===== src/rtl/fcs_pkg.sv =====
package fcs_pkg;

    localparam int ST_W = 3;

    typedef enum logic [ST_W-1:0] {
        FS_RSV = 3'd0,
        FS_STB = 3'd1,
        FS_DIS = 3'd2,
        FS_ENA = 3'd3,
        FS_BLK = 3'd4,
        FS_ERR = 3'd5
    } fstate_e;

    typedef enum logic {
        OP_CFG = 1'b0,
        OP_DCF = 1'b1
    } op_e;

    function automatic logic is_legal(input logic [ST_W-1:0] code);
        return code <= 3'd5;
    endfunction

    function automatic logic is_live(input fstate_e st);
        return (st != FS_RSV) && (st != FS_STB);
    endfunction

endpackage


===== src/rtl/fcs_match.sv =====
module fcs_match #(
    parameter int N     = 4,
    parameter int FID_W = 8,
    parameter int IDX_W = 2
) (
    input  logic                 clk,
    input  logic                 rst_n,
    input  logic [FID_W-1:0]     fid_i,
    input  logic [N*FID_W-1:0]   tbl_i,
    output logic                 hit_o,
    output logic [IDX_W-1:0]     idx_o
);

    logic [N-1:0] eq;

    generate
        for (genvar g = 0; g < N; g++) begin : g_cmp
            assign eq[g] = (tbl_i[g*FID_W +: FID_W] == fid_i);
        end
    endgenerate

    always_comb begin
        hit_o = |eq;
        idx_o = '0;
        for (int i = N - 1; i >= 0; i--) begin
            if (eq[i]) begin
                idx_o = IDX_W'(i);
            end
        end
    end

    logic [N-1:0] below_mask;
    assign below_mask = (N'(1) << idx_o) - N'(1);

    // the served slot is the lowest index that compares equal
    p_lowest_match_r1: assert property (@(posedge clk) disable iff (!rst_n)
        hit_o |-> (eq[idx_o] && ((eq & below_mask) == '0)));

endmodule


===== src/rtl/fcs_slot.sv =====
module fcs_slot
    import fcs_pkg::*;
(
    input  logic            clk,
    input  logic            rst_n,
    input  logic            sweep_i,
    input  logic            err_i,
    input  logic            cfg_i,
    input  logic            dcf_i,
    input  logic            ld_i,
    input  logic [ST_W-1:0] ld_state_i,
    input  logic            irq_reg_i,
    input  logic            xlat_en_i,
    input  logic            unplug_req_i,
    output logic [ST_W-1:0] state_o,
    output logic            hdl_en_o,
    output logic            irq_td_o,
    output logic            xlat_td_o,
    output logic            unplug_o
);

    fstate_e st_q, st_n;
    logic    hen_q, hen_n;
    logic    dcf_ok;

    // next-state decision, precedence sweep > error > request > load
    always_comb begin
        st_n  = st_q;
        hen_n = hen_q;
        if (sweep_i) begin
            unique case (st_q)
                FS_RSV, FS_STB: ;
                default: begin
                    st_n  = FS_DIS;
                    hen_n = 1'b0;
                end
            endcase
        end else if (err_i) begin
            st_n = FS_ERR;
        end else if (cfg_i) begin
            unique case (st_q)
                FS_STB:  st_n = FS_DIS;
                default: ;
            endcase
        end else if (dcf_i) begin
            unique case (st_q)
                FS_RSV, FS_STB: ;
                default: begin
                    st_n  = FS_STB;
                    hen_n = 1'b0;
                end
            endcase
        end else if (ld_i && is_legal(ld_state_i)) begin
            st_n  = fstate_e'(ld_state_i);
            hen_n = (fstate_e'(ld_state_i) == FS_ENA);
        end
    end

    // state register
    always_ff @(posedge clk or negedge rst_n) begin
        if (!rst_n) begin
            st_q  <= FS_RSV;
            hen_q <= 1'b0;
        end else begin
            st_q  <= st_n;
            hen_q <= hen_n;
        end
    end

    // output strobes
    assign dcf_ok = dcf_i && is_live(st_q);

    always_ff @(posedge clk or negedge rst_n) begin
        if (!rst_n) begin
            irq_td_o  <= 1'b0;
            xlat_td_o <= 1'b0;
            unplug_o  <= 1'b0;
        end else begin
            irq_td_o  <= dcf_ok && irq_reg_i;
            xlat_td_o <= dcf_ok && xlat_en_i;
            unplug_o  <= dcf_ok && unplug_req_i;
        end
    end

    assign state_o  = st_q;
    assign hdl_en_o = hen_q;

    // only legal codes are ever held
    p_state_legal_r12: assert property (@(posedge clk) disable iff (!rst_n)
        is_legal(state_o));

    // after a sweep no slot is live except disabled, and enable is clear
    p_sweep_quiesce_r9: assert property (@(posedge clk) disable iff (!rst_n)
        sweep_i |=> ((state_o == FS_RSV || state_o == FS_STB || state_o == FS_DIS) && !hdl_en_o));

    // an error report without a sweep lands in error
    p_err_wins_r10: assert property (@(posedge clk) disable iff (!rst_n)
        (err_i && !sweep_i) |=> (state_o == FS_ERR));

    // configure moves standby to disabled
    p_cfg_standby_r3: assert property (@(posedge clk) disable iff (!rst_n)
        (cfg_i && !err_i && !sweep_i && st_q == FS_STB) |=> (state_o == FS_DIS));

    // successful deconfigure lands in standby with enable clear
    p_dcf_live_r6: assert property (@(posedge clk) disable iff (!rst_n)
        (dcf_i && !err_i && !sweep_i && is_live(st_q)) |=> (state_o == FS_STB && !hdl_en_o));

endmodule


===== src/rtl/fcs_resp.sv =====
module fcs_resp
    import fcs_pkg::*;
#(
    parameter int               RESP_W    = 16,
    parameter logic [RESP_W-1:0] RC_NORMAL = 16'h0020,
    parameter logic [RESP_W-1:0] RC_NOACT  = 16'h0120,
    parameter logic [RESP_W-1:0] RC_NOTREC = 16'h09F0,
    parameter logic [RESP_W-1:0] RC_RESV   = 16'h0AF0
) (
    input  logic              clk,
    input  logic              rst_n,
    input  logic              fire_i,
    input  op_e               op_i,
    input  logic              hit_i,
    input  fstate_e           st_i,
    output logic              rsp_valid_o,
    output logic [RESP_W-1:0] rsp_code_o
);

    logic [RESP_W-1:0] code_n;

    always_comb begin
        code_n = RC_NOTREC;
        if (hit_i) begin
            if (op_i == OP_CFG) begin
                unique case (st_i)
                    FS_RSV:  code_n = RC_RESV;
                    FS_STB:  code_n = RC_NORMAL;
                    default: code_n = RC_NOACT;
                endcase
            end else begin
                unique case (st_i)
                    FS_RSV:  code_n = RC_RESV;
                    FS_STB:  code_n = RC_NOACT;
                    default: code_n = RC_NORMAL;
                endcase
            end
        end
    end

    always_ff @(posedge clk or negedge rst_n) begin
        if (!rst_n) begin
            rsp_valid_o <= 1'b0;
            rsp_code_o  <= '0;
        end else begin
            rsp_valid_o <= fire_i;
            if (fire_i) begin
                rsp_code_o <= code_n;
            end
        end
    end

    // one response per accepted request
    p_rsp_follows_r11: assert property (@(posedge clk) disable iff (!rst_n)
        fire_i |=> rsp_valid_o);

endmodule


===== src/rtl/fn_cfg_ctrl.sv =====
module fn_cfg_ctrl
    import fcs_pkg::*;
#(
    parameter int                N_SLOTS   = 4,
    parameter int                FID_W     = 8,
    parameter int                RESP_W    = 16,
    parameter logic [RESP_W-1:0] RC_NORMAL = 16'h0020,
    parameter logic [RESP_W-1:0] RC_NOACT  = 16'h0120,
    parameter logic [RESP_W-1:0] RC_NOTREC = 16'h09F0,
    parameter logic [RESP_W-1:0] RC_RESV   = 16'h0AF0,
    localparam int               IDX_W     = (N_SLOTS > 1) ? $clog2(N_SLOTS) : 1
) (
    input  logic                     clk,
    input  logic                     rst_n,
    input  logic                     req_valid_i,
    output logic                     req_ready_o,
    input  logic                     req_op_i,
    input  logic [FID_W-1:0]         req_fid_i,
    output logic                     rsp_valid_o,
    output logic [RESP_W-1:0]        rsp_code_o,
    input  logic [N_SLOTS*FID_W-1:0] slot_fid_i,
    input  logic                     ld_valid_i,
    input  logic [IDX_W-1:0]         ld_slot_i,
    input  logic [ST_W-1:0]          ld_state_i,
    input  logic                     err_valid_i,
    input  logic [IDX_W-1:0]         err_slot_i,
    input  logic                     sweep_i,
    input  logic [N_SLOTS-1:0]       irq_reg_i,
    input  logic [N_SLOTS-1:0]       xlat_en_i,
    input  logic [N_SLOTS-1:0]       unplug_req_i,
    output logic [N_SLOTS*ST_W-1:0]  slot_state_o,
    output logic [N_SLOTS-1:0]       hdl_en_o,
    output logic [N_SLOTS-1:0]       irq_td_o,
    output logic [N_SLOTS-1:0]       xlat_td_o,
    output logic [N_SLOTS-1:0]       unplug_o
);

    logic             fire;
    logic             hit;
    logic [IDX_W-1:0] idx;
    fstate_e          sel_st;
    op_e              op;

    assign req_ready_o = !sweep_i;
    assign fire        = req_valid_i && req_ready_o;
    assign op          = op_e'(req_op_i);

    fcs_match #(
        .N     (N_SLOTS),
        .FID_W (FID_W),
        .IDX_W (IDX_W)
    ) match_i (
        .clk   (clk),
        .rst_n (rst_n),
        .fid_i (req_fid_i),
        .tbl_i (slot_fid_i),
        .hit_o (hit),
        .idx_o (idx)
    );

    generate
        for (genvar g = 0; g < N_SLOTS; g++) begin : g_slot
            logic sel;
            assign sel = fire && hit && (idx == IDX_W'(g));

            fcs_slot slot_i (
                .clk          (clk),
                .rst_n        (rst_n),
                .sweep_i      (sweep_i),
                .err_i        (err_valid_i && (err_slot_i == IDX_W'(g))),
                .cfg_i        (sel && (op == OP_CFG)),
                .dcf_i        (sel && (op == OP_DCF)),
                .ld_i         (ld_valid_i && (ld_slot_i == IDX_W'(g))),
                .ld_state_i   (ld_state_i),
                .irq_reg_i    (irq_reg_i[g]),
                .xlat_en_i    (xlat_en_i[g]),
                .unplug_req_i (unplug_req_i[g]),
                .state_o      (slot_state_o[g*ST_W +: ST_W]),
                .hdl_en_o     (hdl_en_o[g]),
                .irq_td_o     (irq_td_o[g]),
                .xlat_td_o    (xlat_td_o[g]),
                .unplug_o     (unplug_o[g])
            );
        end
    endgenerate

    assign sel_st = fstate_e'(slot_state_o[idx*ST_W +: ST_W]);

    fcs_resp #(
        .RESP_W    (RESP_W),
        .RC_NORMAL (RC_NORMAL),
        .RC_NOACT  (RC_NOACT),
        .RC_NOTREC (RC_NOTREC),
        .RC_RESV   (RC_RESV)
    ) resp_i (
        .clk         (clk),
        .rst_n       (rst_n),
        .fire_i      (fire),
        .op_i        (op),
        .hit_i       (hit),
        .st_i        (sel_st),
        .rsp_valid_o (rsp_valid_o),
        .rsp_code_o  (rsp_code_o)
    );

    // teardown strobes only accompany a normal-completion response
    p_teardown_normal_r7: assert property (@(posedge clk) disable iff (!rst_n)
        ((|irq_td_o) || (|xlat_td_o)) |-> (rsp_valid_o && rsp_code_o == RC_NORMAL));

    // unplug strobe only with a normal-completion response
    p_unplug_normal_r8: assert property (@(posedge clk) disable iff (!rst_n)
        (|unplug_o) |-> (rsp_valid_o && rsp_code_o == RC_NORMAL));

    // a response lasts one cycle unless another request was taken
    p_rsp_single_r11: assert property (@(posedge clk) disable iff (!rst_n)
        (rsp_valid_o && !fire) |=> !rsp_valid_o);

    // a miss answers not-recognized
    p_miss_code_r1: assert property (@(posedge clk) disable iff (!rst_n)
        (fire && !hit) |=> (rsp_code_o == RC_NOTREC));

    // no more than one strobe set in flight at a time
    p_one_slot_r11: assert property (@(posedge clk) disable iff (!rst_n)
        $onehot0(irq_td_o | xlat_td_o | unplug_o));

endmodule


===== config.mk =====
export PLATFORM = sky130hd
export DESIGN_NAME = fn_cfg_ctrl
export DESIGN_NICKNAME = d
export VERILOG_FILES = /design/src/rtl/fcs_pkg.sv /design/src/rtl/fcs_match.sv /design/src/rtl/fcs_slot.sv /design/src/rtl/fcs_resp.sv /design/src/rtl/fn_cfg_ctrl.sv
export SDC_FILE = /design/constraint.sdc
export NUM_CORES = 1
export LEC_CHECK = 0
export BUFFER_PORTS_ARGS = -buffer_cell sky130_fd_sc_hd__buf_2
export CORE_MARGIN = 5
export CORE_UTILIZATION = 50
export DETAILED_ROUTE_END_ITERATION = 10
export MAX_ROUTING_LAYER = met4
export PLACE_DENSITY = 0.84
export SLEW_MARGIN = 15
export SYNTH_ARGS = -nofsm -noshare
export SYNTH_HDL_FRONTEND = slang
export SYNTH_HIERARCHICAL = 1
export SYNTH_SLANG_ARGS = --single-unit

===== constraint.sdc =====
create_clock -name clk -period 2.7 [get_ports clk]
set_clock_uncertainty 0.1 [all_clocks]
set_input_delay 0.54 -clock clk [delete_from_list [all_inputs] [get_ports clk]]
set_output_delay 0.54 -clock clk [all_outputs]
set_load 0.01 [all_outputs]

==> key figures <==
Status
  – Status: complete, but fails checks
  – Failing checks: setup timing

GRT
  – Pin count of the biggest net entering global routing: 34
  – Initial antenna violation count: 0
  – Met3 usage: between 5 and 6%
  – GRT Overall Usage: 26.02%
  – Most used routing layer: met2
  – Vias in the first global route: 2648
  – Met2 Usage GRT: 44.42%
  – Grt ovf: 0
  – First-pass GRT wire length: 12.80 mm
  – Grt met1 use: 30.31%

Clock tree
  – Reg clk slew, reported paths: 0.07 ns
  – TritonCTS clock tree: built
  – CTS Buffer Depth: 2
  – Hold bufs inserted after CTS: 0
  – Clk root buf: clkbuf_8
  – H-tree depth: 2
  – Clock tree sinks: 33
  – Clk Latency, worst-skew pair: about 0.3 ns
  – CTS buffer count: 5

Worst setup path
  – Setup crit end kind: register
  – Crit path max fanout: 4
  – Crit path DAT: 3.00 ns
  – Worst Path Required: 2.78 ns
  – R2R cell count: 3
  – Startpoint types: input port
  – Crit Path Category: input port to register

Timing
  – Count of final setup violators: 17
  – Unrepaired setup endpoints after global routing: true
  – Final Cycle Share: 108.0%
  – Relative slew slack: 49.13%
  – Final Max Tran Viols: 0
  – Worst-Margin Slew: ~0.76 ns
  – PnR worst setup slack: -0.2170 ns
  – Final hold viol count: 0
  – Setup TNS: -2.621 ns
  – Tmin final: 2.917 ns
  – Max Clk Rate: 0.3428 GHz

Logic synthesis
  – Syn Std Cell Area: 0.002515 mm^2
  – Post-Synthesis Cells: about 260
  – Sequential area share after synthesis: 32.84%
  – Mean Syn Cell Area: 9.636 um^2
  – Ys flop type: dfrtp_1
  – Yosys reg bits: 33
  – Cell variety after synth: 45
  – Async set-reset flop share out of synthesis: 100.0%
  – Most numerous cell in the Yosys netlist: nor2_1
  – Yosys top cell area share: 32.84%
  – Post-synth EDFFs: 0
  – Synth Warn #: 6
  – Most frequent cells after synthesis: 37 x nor2_1, 33 x dfrtp_1, 16 x xnor2_1, 16 x xor2_1, 13 x a21oi_1
  – Main area contributors after synthesis: dfrtp_1 33%, xnor2_1 5.6%, xor2_1 5.6%
  – Synth area leader: dfrtp_1

Routing
  – DRT Wirelength: approximately 10 mm
  – WL/cell: 21.38 um
  – Drt via density: 6.033
  – DR pass1 iterations: 5
  – Detailed Route Iter0 Violations: 300
  – Via count: 2908
  – DRC: 0
  – Post-route ant nets: 0

Power and ir drop
  – PnR Total Power: ~1.5 mW
  – Leakage: 1.951 nW
  – Pwr dens: roughly 380 mW/mm^2
  – Max VDD drop: between 0.0003 and 0.0004 V

Floorplan
  – Die ar.: 0.006548 mm^2
  – Die H: 80.92 um
  – Core Area: about 0.0048 mm^2
  – Die width: 80.92 um
  – Starting density of the core: 52.21%
  – IO Count: around 110
  – Core Rows: 25

Placed design
  – Pre-CTS setup slack: -0.4126 ns
  – Hpwl dp: around 5.7 mm
  – RD Place Congestion: 0.8641
  – Port Buf Inserts: 102

Finish
  – Final nets: between 400 and 500
  – Share of layout cells above drive strength 1: 59.76%
  – Synthesis-to-layout area growth: 57.02%
  – Diode count: 0

Worst hold path
  – Type of the worst min-delay path: input port to async pin

Flow run
  – Max-Cap Viols: 0
==> per-stage QoR <==
stage          hold slack, ns  utilization [%]  area (um^2)  instances
2_1_floorplan          0.1444                -         2564        269
3_3_place_gp           0.3464            67.87         3269        454
3_5_place_dp           0.3645            67.87         3269        454
4_1_cts                0.2409            74.34         3581        466
5_1_grt                0.2739            81.97         3949        482
6_report               0.2076            81.97         3949        482
==> cell type report <==
| type | count | area, um^2 |
|---|---|---|
| Clock inverter | 1 | 5.005 |
| Sequential cell | 33 | 825.8 |
| Clock buffer | 7 | 96.34 |
| Multi-Input combinational cell | 205 | 1864 |
| Fill cell | 262 | 868.3 |
| Tap cell | 67 | 83.83 |
| Timing Repair Buffer | 160 | 1040 |
| Inverter | 9 | 33.78 |
==> where the power goes <==
group	internal [mW]	switching [mW]
clock	0.230	0.192
combinational	0.241	0.264
sequential	0.524	0.0406
total	0.995	0.497
==> repair_timing <==
| action | 4_1_cts | 5_1_grt |
|---|---|---|
| pin swaps | 16 | 29 |
| gates cloned | 0 | 0 |
| buffers inserted | 4 | 16 |
| gates resized for setup | 37 | 46 |
| endpoints found under the setup margin | 11 | 18 |
==> logic make-up after synthesis <==
group / count (synthesis) / synth area share (%)
other: 1 / 0.1491
XOR/XNOR: 32 / 11.14
flip-flops: 33 / 32.84
AO/OA/AOI/OAI: 47 / 15.72
AND/OR/NAND/NOR: 102 / 24.18
multiplexers: 15 / 7.861
buffers and inverters: 31 / 8.109
==> critical path, stage by stage <==
cell and delay, ns:
buf_6 0.11, xnor2_1 0.21, nand4_1 0.20, or2_4 0.30, a221oi_4 0.35, buf_4 0.18
nand2b_1 0.13, nor2_2 0.20, nor2_1 0.09, a21oi_1 0.20, o221ai_2 0.15, mux2_1 0.34
==> final timing paths <==
kind / from / slack (ns) / to
max: req_fid_i[4] / -0.22 / g_slot[2].slot_i/state_o[2]$_DFFE_PN0P_
min: rst_n / 0.21 / g_slot[2].slot_i/state_o[1]$_DFFE_PN0P_
max reg2reg: g_slot[3].slot_i/state_o[1]$_DFFE_PN0P_ / 0.94 / resp_i/rsp_code_o[8]$_DFFE_PN0P_
min reg2reg: g_slot[2].slot_i/hdl_en_o$_DFFE_PN0P_ / 0.38 / g_slot[2].slot_i/hdl_en_o$_DFFE_PN0P_
max in group asynchronous: rst_n / 1.80 / g_slot[1].slot_i/state_o[0]$_DFFE_PN0P_
min in group clk: g_slot[2].slot_i/hdl_en_o$_DFFE_PN0P_ / 0.38 / g_slot[2].slot_i/hdl_en_o$_DFFE_PN0P_
==> registers in the layout, summed over array words and instances (netlist names) <==
signal	flops
g_slot.slot_i/unplug_o	4
g_slot.slot_i/irq_td_o	4
resp_i/rsp_code_o	4
g_slot.slot_i/xlat_td_o	4
g_slot.slot_i/hdl_en_o	4
g_slot.slot_i/state_o	12
resp_i/rsp_valid_o	1
==> per-layer routing <==
| layer | wire (um) | up-vias |
|---|---|---|
| met4 | 698 | 0 |
| met5 | 0 | - |
| met2 | 5193 | 229 |
| met3 | 889 | 77 |
| met1 | 3525 | 1388 |
| li1 | - | 1214 |
==> layout by cell type, fill, tap and decap left out, types with 5 or more instances in the layout <==
master and instances:
xnor2_2 5, xor2_1 8, nand4b_1 6, mux2_4 6, xor2_2 8, clkbuf_8 7, xnor2_1 10, and3_2 12
buf_6 15, nor2_2 5, conb_1 9, inv_1 9, nand2_1 9, buf_4 50, o21bai_1 8, buf_2 93
nor2_1 28, dfrtp_1 33, or2_4 7, a21oi_1 8
Power figures use the tool's default switching activity.
